$ cat config.mk
export PLATFORM = sky130hd
export DESIGN_NAME = irqArbiter
export DESIGN_NICKNAME = d
export VERILOG_FILES = /design/src/rtl/irqPkg.sv /design/src/rtl/irqRegs.sv /design/src/rtl/irqCtrl.sv /design/src/rtl/irqArbiter.sv
export SDC_FILE = /design/constraint.sdc
export NUM_CORES = 1
export LEC_CHECK = 0
export BUFFER_PORTS_ARGS = -buffer_cell sky130_fd_sc_hd__buf_4
export CELL_PAD_IN_SITES_DETAIL_PLACEMENT = 1
export CELL_PAD_IN_SITES_GLOBAL_PLACEMENT = 1
export CORE_AREA = 2 2 72 74
export DETAILED_ROUTE_END_ITERATION = 12
export DIE_AREA = 0 0 74 76
export PLACE_DENSITY_LB_ADDON = 0.1
export SLEW_MARGIN = 5
export SYNTH_ARGS = -nofsm -noshare
export SYNTH_HDL_FRONTEND = slang
export SYNTH_SLANG_ARGS = --single-unit
$ cat constraint.sdc
create_clock -name clk -period 1.9 [get_ports clk]
set_input_delay 0.285 -clock clk [delete_from_list [all_inputs] [get_ports clk]]
set_output_delay 0.285 -clock clk [all_outputs]
set_load 0.02 [all_outputs]
$ cat src/rtl/irqPkg.sv
package irqPkg;
  localparam int NUM_SRC = 10;
  localparam int IDX_W   = $clog2(NUM_SRC);
  localparam int DATA_W  = 8;

  localparam logic [7:0] ADDR_EN_MAIN  = 8'hA8;
  localparam logic [7:0] ADDR_EN_EXTRA = 8'hA7;
  localparam logic [7:0] ADDR_PR_MAIN  = 8'hB8;
  localparam logic [7:0] ADDR_PR_EXTRA = 8'hB7;

  localparam logic [7:0] MASK_EN_MAIN = 8'hBF;
  localparam logic [7:0] MASK_PR_MAIN = 8'h3F;
  localparam logic [7:0] MASK_EXTRA   = 8'h0F;

  typedef struct packed {
    logic wrEnMain;
    logic wrEnExtra;
    logic wrPrMain;
    logic wrPrExtra;
  } regStrobes_t;

  // Spread register bits into polling-order source vector
  function automatic logic [NUM_SRC-1:0] toPollOrder(input logic [7:0] mainReg,
                                                    input logic [7:0] extraReg);
    logic [NUM_SRC-1:0] v;
    v[0] = mainReg[0];
    v[1] = extraReg[2];
    v[2] = mainReg[1];
    v[3] = extraReg[1];
    v[4] = mainReg[2];
    v[5] = extraReg[3];
    v[6] = mainReg[3];
    v[7] = extraReg[0];
    v[8] = mainReg[4];
    v[9] = mainReg[5];
    return v;
  endfunction
endpackage

$ cat src/rtl/irqRegs.sv
module irqRegs
  import irqPkg::*;
(
  input  logic               clk,
  input  logic               rstN,
  input  regStrobes_t        strobes,
  input  logic [7:0]         regAddr,
  input  logic [7:0]         wrData,
  input  logic [NUM_SRC-1:0] srcPend,
  output logic [7:0]         rdData,
  output logic               globalEn,
  output logic [NUM_SRC-1:0] eligHi,
  output logic [NUM_SRC-1:0] eligLo
);
  logic [7:0] enMain, enExtra, prMain, prExtra;
  logic [NUM_SRC-1:0] enVec, prVec, live;

  always_ff @(posedge clk) begin
    if (!rstN) begin
      enMain  <= '0;
      enExtra <= '0;
      prMain  <= '0;
      prExtra <= '0;
    end else begin
      if (strobes.wrEnMain)  enMain  <= wrData & MASK_EN_MAIN;
      if (strobes.wrEnExtra) enExtra <= wrData & MASK_EXTRA;
      if (strobes.wrPrMain)  prMain  <= wrData & MASK_PR_MAIN;
      if (strobes.wrPrExtra) prExtra <= wrData & MASK_EXTRA;
    end
  end

  always_comb begin
    unique case (regAddr)
      ADDR_EN_MAIN:  rdData = enMain;
      ADDR_EN_EXTRA: rdData = enExtra;
      ADDR_PR_MAIN:  rdData = prMain;
      ADDR_PR_EXTRA: rdData = prExtra;
      default:       rdData = '0;
    endcase
  end

  assign globalEn = enMain[7];
  assign enVec    = toPollOrder(enMain, enExtra);
  assign prVec    = toPollOrder(prMain, prExtra);
  assign live     = srcPend & enVec & {NUM_SRC{globalEn}};
  assign eligHi   = live & prVec;
  assign eligLo   = live & ~prVec;

  AST_RSVD_PR_MAIN_ZERO: assert property (@(posedge clk) disable iff (!rstN)
    (regAddr == ADDR_PR_MAIN) |-> (rdData[7:6] == 2'b00)) else $error("reserved bits");
  AST_RSVD_EXTRA_ZERO: assert property (@(posedge clk) disable iff (!rstN)
    (regAddr == ADDR_EN_EXTRA) |-> (rdData[7:4] == 4'h0)) else $error("reserved bits");
  AST_ELIG_ONLY_PENDING: assert property (@(posedge clk) disable iff (!rstN)
    ((eligHi | eligLo) & ~srcPend) == '0) else $error("unpending eligible");
endmodule

$ cat src/rtl/irqCtrl.sv
module irqCtrl
  import irqPkg::*;
(
  input  logic               clk,
  input  logic               rstN,
  input  logic [7:0]         regAddr,
  input  logic               regWrEn,
  input  logic               ackPulse,
  input  logic               retiPulse,
  input  logic               globalEn,
  input  logic [NUM_SRC-1:0] eligHi,
  input  logic [NUM_SRC-1:0] eligLo,
  output regStrobes_t        strobes,
  output logic               irqReq,
  output logic [IDX_W-1:0]   irqIdx
);
  logic inHi, inLo, nextHi, nextLo;
  logic hiFound, loFound, winHi;
  logic [IDX_W-1:0] hiIdx, loIdx;

  always_comb begin
    strobes.wrEnMain  = regWrEn && (regAddr == ADDR_EN_MAIN);
    strobes.wrEnExtra = regWrEn && (regAddr == ADDR_EN_EXTRA);
    strobes.wrPrMain  = regWrEn && (regAddr == ADDR_PR_MAIN);
    strobes.wrPrExtra = regWrEn && (regAddr == ADDR_PR_EXTRA);
  end

  // Polling order: lowest index first, scanned downward so low index wins
  always_comb begin
    hiFound = 1'b0;
    loFound = 1'b0;
    hiIdx   = '0;
    loIdx   = '0;
    for (int i = NUM_SRC - 1; i >= 0; i--) begin
      if (eligHi[i]) begin
        hiFound = 1'b1;
        hiIdx   = IDX_W'(i);
      end
      if (eligLo[i]) begin
        loFound = 1'b1;
        loIdx   = IDX_W'(i);
      end
    end
  end

  always_comb begin
    winHi  = 1'b0;
    irqReq = 1'b0;
    irqIdx = '0;
    if (!inHi) begin
      if (hiFound) begin
        winHi  = 1'b1;
        irqReq = 1'b1;
        irqIdx = hiIdx;
      end else if (loFound && !inLo) begin
        irqReq = 1'b1;
        irqIdx = loIdx;
      end
    end
  end

  always_comb begin
    nextHi = inHi;
    nextLo = inLo;
    if (retiPulse) begin
      if (inHi) nextHi = 1'b0;
      else      nextLo = 1'b0;
    end
    if (ackPulse && irqReq) begin
      if (winHi) nextHi = 1'b1;
      else       nextLo = 1'b1;
    end
  end

  always_ff @(posedge clk) begin
    if (!rstN) begin
      inHi <= 1'b0;
      inLo <= 1'b0;
    end else begin
      inHi <= nextHi;
      inLo <= nextLo;
    end
  end

  AST_NO_GLOBAL_NO_REQ: assert property (@(posedge clk) disable iff (!rstN)
    !globalEn |-> !irqReq) else $error("req with global off");
  AST_REQ_IS_ELIGIBLE: assert property (@(posedge clk) disable iff (!rstN)
    irqReq |-> (eligHi[irqIdx] || eligLo[irqIdx])) else $error("bad winner");
  AST_LO_SERVICE_HI_ONLY: assert property (@(posedge clk) disable iff (!rstN)
    (inLo && irqReq) |-> eligHi[irqIdx]) else $error("low nested in low");
  AST_HI_ACK_BLOCKS: assert property (@(posedge clk) disable iff (!rstN)
    (ackPulse && irqReq && winHi && !retiPulse) |=> !irqReq) else $error("req during high");
  AST_RETI_HI_FIRST: assert property (@(posedge clk) disable iff (!rstN)
    (retiPulse && inHi && !ackPulse) |=> (!inHi && inLo == $past(inLo))) else $error("reti order");
  AST_IDLE_ACK_IGNORED: assert property (@(posedge clk) disable iff (!rstN)
    (ackPulse && !irqReq && !retiPulse) |=> (inHi == $past(inHi) && inLo == $past(inLo)))
    else $error("idle ack changed state");
endmodule

$ cat src/rtl/irqArbiter.sv
module irqArbiter
  import irqPkg::*;
(
  input  logic               clk,
  input  logic               rstN,
  input  logic [7:0]         regAddr,
  input  logic [7:0]         regWrData,
  input  logic               regWrEn,
  output logic [7:0]         regRdData,
  input  logic [NUM_SRC-1:0] srcPend,
  input  logic               ackPulse,
  input  logic               retiPulse,
  output logic               irqReq,
  output logic [IDX_W-1:0]   irqIdx
);
  regStrobes_t strobes;
  logic globalEn;
  logic [NUM_SRC-1:0] eligHi, eligLo;

  irqRegs i_regs (
    .clk(clk), .rstN(rstN), .strobes(strobes), .regAddr(regAddr),
    .wrData(regWrData), .srcPend(srcPend), .rdData(regRdData),
    .globalEn(globalEn), .eligHi(eligHi), .eligLo(eligLo)
  );

  irqCtrl i_ctrl (
    .clk(clk), .rstN(rstN), .regAddr(regAddr), .regWrEn(regWrEn),
    .ackPulse(ackPulse), .retiPulse(retiPulse), .globalEn(globalEn),
    .eligHi(eligHi), .eligLo(eligLo), .strobes(strobes),
    .irqReq(irqReq), .irqIdx(irqIdx)
  );
endmodule

# == Word-level counts from Yosys, hierarchy flattened ==
# Cells that the tools add are included.
# totals
inputBits,31
word_cells,78
output_inout_bits,13
reg_bits,23
# classes
n_bitwise,5
n_reduce_logical,7
eq_ne,4
mux,56
# op_table
cell,n
$mux W4,23
$and A10 B10 Y10,4
$eq A8 B8 Y1 const B,4
$mux W1,32
$pmux W8 S4,1
$not A10 Y10,1
$logic_and A1 B1 Y1,6
$logic_not A1 Y1,1

# == Depth between registers and ports, before layout ==
# depth
depth_word,19
ltp_mapped,7

# == Hierarchy ==
# Synthesis repeated with hierarchy kept, for this count alone.
# unflattened
cells_unflattened,199
hier_area_um2,1577.8
# modules_own_cells
mod,n_inst,area_per_inst_um2,cells_each
irqRegs,1,1168.6,140
irqCtrl,1,409.1,59

# == Worst setup path before layout ==
# No wires, ideal clock.
# synth_path
path_type,reg-to-output
from,register i_regs.enMain[7]
to,output port irqIdx[3]
path_slack_ps,-546
required_ps,1615
path_buffers,1
arrival_ps,2161
stages_incl_launch_ff,7
cell_sequence,dfxtp_1 buf_6 and4b_1 nand4b_1 nor2_1 nand3_1 a2111oi_0
# synth_between
elab_chain_cells,16
elab_cells_between_ends,47
cone_classes,mux (43); bitwise (3); reduce/logical (1)
# synth_rtl
item,line_no,text
"start, declared",irqRegs.sv:15,"logic [7:0] enMain, enExtra, prMain, prExtra;"
"start signal, assigned",irqRegs.sv:25,if (strobes.wrEnMain) enMain <= wrData & MASK_EN_MAIN;
$and A10 B10 Y10 *,irqRegs.sv:45,assign live = srcPend & enVec & {NUM_SRC{globalEn}};
$and A10 B10 Y10,irqRegs.sv:47,assign eligLo = live & ~prVec;
$mux W1 (10 in series),irqCtrl.sv:39,if (eligLo[i]) begin
$logic_and A1 B1 Y1,irqCtrl.sv:55,end else if (loFound && !inLo) begin
$mux W4,irqCtrl.sv:55,
$mux W4 *,irqCtrl.sv:51,if (hiFound) begin
$mux W4 *,irqCtrl.sv:50,if (!inHi) begin
"end, declared",irqArbiter.sv:14,output logic [IDX_W-1:0] irqIdx
# Mark *: on every way between the ends. The rest lies on a longest branch, timed or not.

# == Final worst setup path ==
# layout_path
from,register i_regs.enMain[7]
to,output port irqIdx[1]
# Same word-level chain as after synthesis.

==> flow_summary.toml <==
[cells_and_area]
fill_cells = 574
n_antenna_cell = 0
syn_to_final_growth_pct = 71.2
fin_util_pct = 55.2
fin_area_um2 = 2710
drive_gt1_share_pct = 49.0
fin_nets = 326

[yosys]
synth.avg_cell_area_um2 = 8.08
synth.net_count = 227
synthCells = 196
synth_area_leader_cell = "dfxtp_1"
ys_top_cells_by_area = "dfxtp_1 29%, nand2_1 7.4%, nand3_1 7.3%, a21boi_1 6.2%, nand4b_1 4.4%"
ys_types = 44
ys_seq_area_share_pct = 29.1
yosys_most_used_dff = "dfxtp_1"
synthSimpleGateAreaFrac_pct = 41.3
synth_area_um2 = 1580
synth_top_family_by_area = "simple AND/OR/NAND/NOR gates"
synth_common_cells = "31 x nand2_1, 23 x dfxtp_1, 23 x nand3_1, 13 x a21boi_1"
yosys.area.top_type_share_pct = 29.1
synthXorXnorAreaFrac_pct = 0
synth_edf_count = 0
synth_most_common_cell = "nand2_1"
synthMuxAreaShare_pct = 2.53
ys_warn_count = 0
synthArstFlopShare_pct = 0
synth_compound_area_share_pct = 22.1
ys_ff_latch = 23
synth-adder-area-share_pct = 0

[route]
avgViaCountPerCell = 5.39
wire_per_inst_um = 17.8
dr.pass1.iters = 4
routed_wl_um = 6470
drt_iter0_drc = 70
drc = 0
antenna_left = 0
vias = 1962

[critical_path]
crit_type = "reg2out"
path_cells = "buf_12, nand4_1, nand3_1, nor4_4, or3b_4, o32ai_4, buf_6"
cpPeakStageDelay_ns = 0.43
crit_buf_inv = 2
critPathSlowestCell = "or3b_4"
path_max_fanout = 15
critPathRequiredTime_ns = 1.62
crit_arrival_ns = 2.13
end_kind = "output pin"
cp-start-kind = "flop"
path_delay_family = "simple AND/OR/NAND/NOR gates"

[worst_hold_path]
hold_class = "in2reg"

[floorplanning]
dieArea_um2 = 5620
rows = 26
fp.dieW_um = 74
ios = 44
start_util_pct = 32.2
core_um2 = 4910
die_h_um = 76

[clock_tree]
cts.htree.levels = 1
cts_tree = "built"
clk_pin_slew_ns = 0.09
cts_root_buffer = "clkbuf_8"
clk_path_buf_depth = 2
cts-buffers-inserted = 3
clk-insertion-delay-late_ns = 0.27
cts_sinks = 23

[status]
status = "complete, but fails checks"
violations = "setup timing"

[power]
power-per-cell-area_nw_per_um2 = 332
ir_drop_v = 0.000224
p_leak_nw = 1.18

[sta]
rsz0062_at_grt = "true"
fin_crit_sh_pct = 127
setup_slack_ns = -0.518
setup_violations = 11
fin_skew_ns = 0.000910
max_freq_mhz = 414
hold_viol = 0
period_minus_slack_ns = 2.42
timing.final.max_slew_violations = 0

[global_route]
grt_use_total_pct = 22.8
grt_pass1_vias = 2066
grt_max_degree = 25
antenna_found_initial = 0
grt_overflow = 0
grt_pass1_wl_um = 10100

[place]
placed_area_um2 = 2360
place_congestion = 0.951
dp_hpwl_um = 4770
port_buffers = 41
preCtsSetupSlack_ns = -0.299

[flow_run]
drv_cap = 0
## per-stage QoR
stage                     TNS [ns]  hold WS [ns]  power [mW]  std cells
after CTS                    -2.22         0.258       0.905        355
after global placement      -0.768         0.505       0.580        345
after detailed placement     -1.15         0.521       0.584        345
final                        -2.35         0.265       0.900        364
after global routing         -3.16         0.283       0.935        364
after floorplan             -0.219         0.418       0.520        196
## sequential cells by signal, summed over array words and instances, names as in the netlist
register	cells
i_regs.enMain	7
i_ctrl.inLo	1
i_regs.prMain	6
i_regs.prExtra	4
i_ctrl.inHi	1
i_regs.enExtra	4
## logic make-up (layout without fill, tap and decap cells)
family	after synthesis	in the layout
other	1	1
multiplexers	4	4
flip-flops	23	23
buffers and inverters	14	112
AND/OR/NAND/NOR	107	107
AO/OA/AOI/OAI	47	47
## cell type report
type	count	area [um2]	share of cell area, %
clock buffers	4	45.0	1.66
flip-flops and latches	23	462	17.0
repair buffers	105	868	32.0
multi-input cells	159	1240	45.6
inverters	3	11.3	0.416
well taps	70	87.6	3.23
## worst min-delay path: cells and delay by family
kind                   cells  cell delay, ns
and+or+nand+nor            1            0.06
AOI/OAI and AO/OA          1            0.05
buffers and inverters      1            0.11
## cells in the final DEF, fill, tap and decap left out, drive strengths merged, types with 2 or more instances in the layout
cell    synthesis  routed
nor2b           8       8
and4b           4       4
o21ai           2       2
clkbuf          5       4
o21a            3       3
nand2b          3       3
a21oi           4       4
mux2i           4       4
inv             3       3
nor2            3       3
nand4          11      11
o31ai           2       2
a21boi         17      17
nand3          23      23
nand2          32      32
a22o            2       2
dfxtp          23      23
a31oi           3       3
nand4b          8       8
a22oi           8       8
or4b            2       2
nor3            5       5
and4            2       2
and2            2       2
buf             6     105
## worst paths after layout
kind	startpoint	end	slack, ns	cells past startpoint
worst min register to register	i_regs.enMain[0]	i_regs.enMain[0]	0.54	2
worst min-delay path	regWrData[7]	i_regs.enMain[7]	0.27	3
worst max register to register	i_regs.enMain[7]	i_ctrl.inLo	0.09	7
worst max-delay path	i_regs.enMain[7]	irqIdx[1]	-0.52	7
## timing repair
item,CTS,global route
pin swaps,12,17
hold buffers,0,0
gates resized for setup,29,18
endpoints found under the setup margin,9,13
buffers inserted,6,8
gates cloned,0,1
## where the power goes
group / internal (mW) / switching [mW] / total (mW)
logic: 0.0525 / 0.0446 / 0.0970
clock network: 0.150 / 0.170 / 0.321
registers: 0.482 / 0.000635 / 0.483
total: 0.685 / 0.215 / 0.900
## per-layer routing
layer,routed length (um),global-route usage [%]
met1,2710,28.0
met5,0,0
met3,126,2.25
met4,163,7.09
met2,3480,40.8
Note: power is estimated with default switching activity, not from simulation.
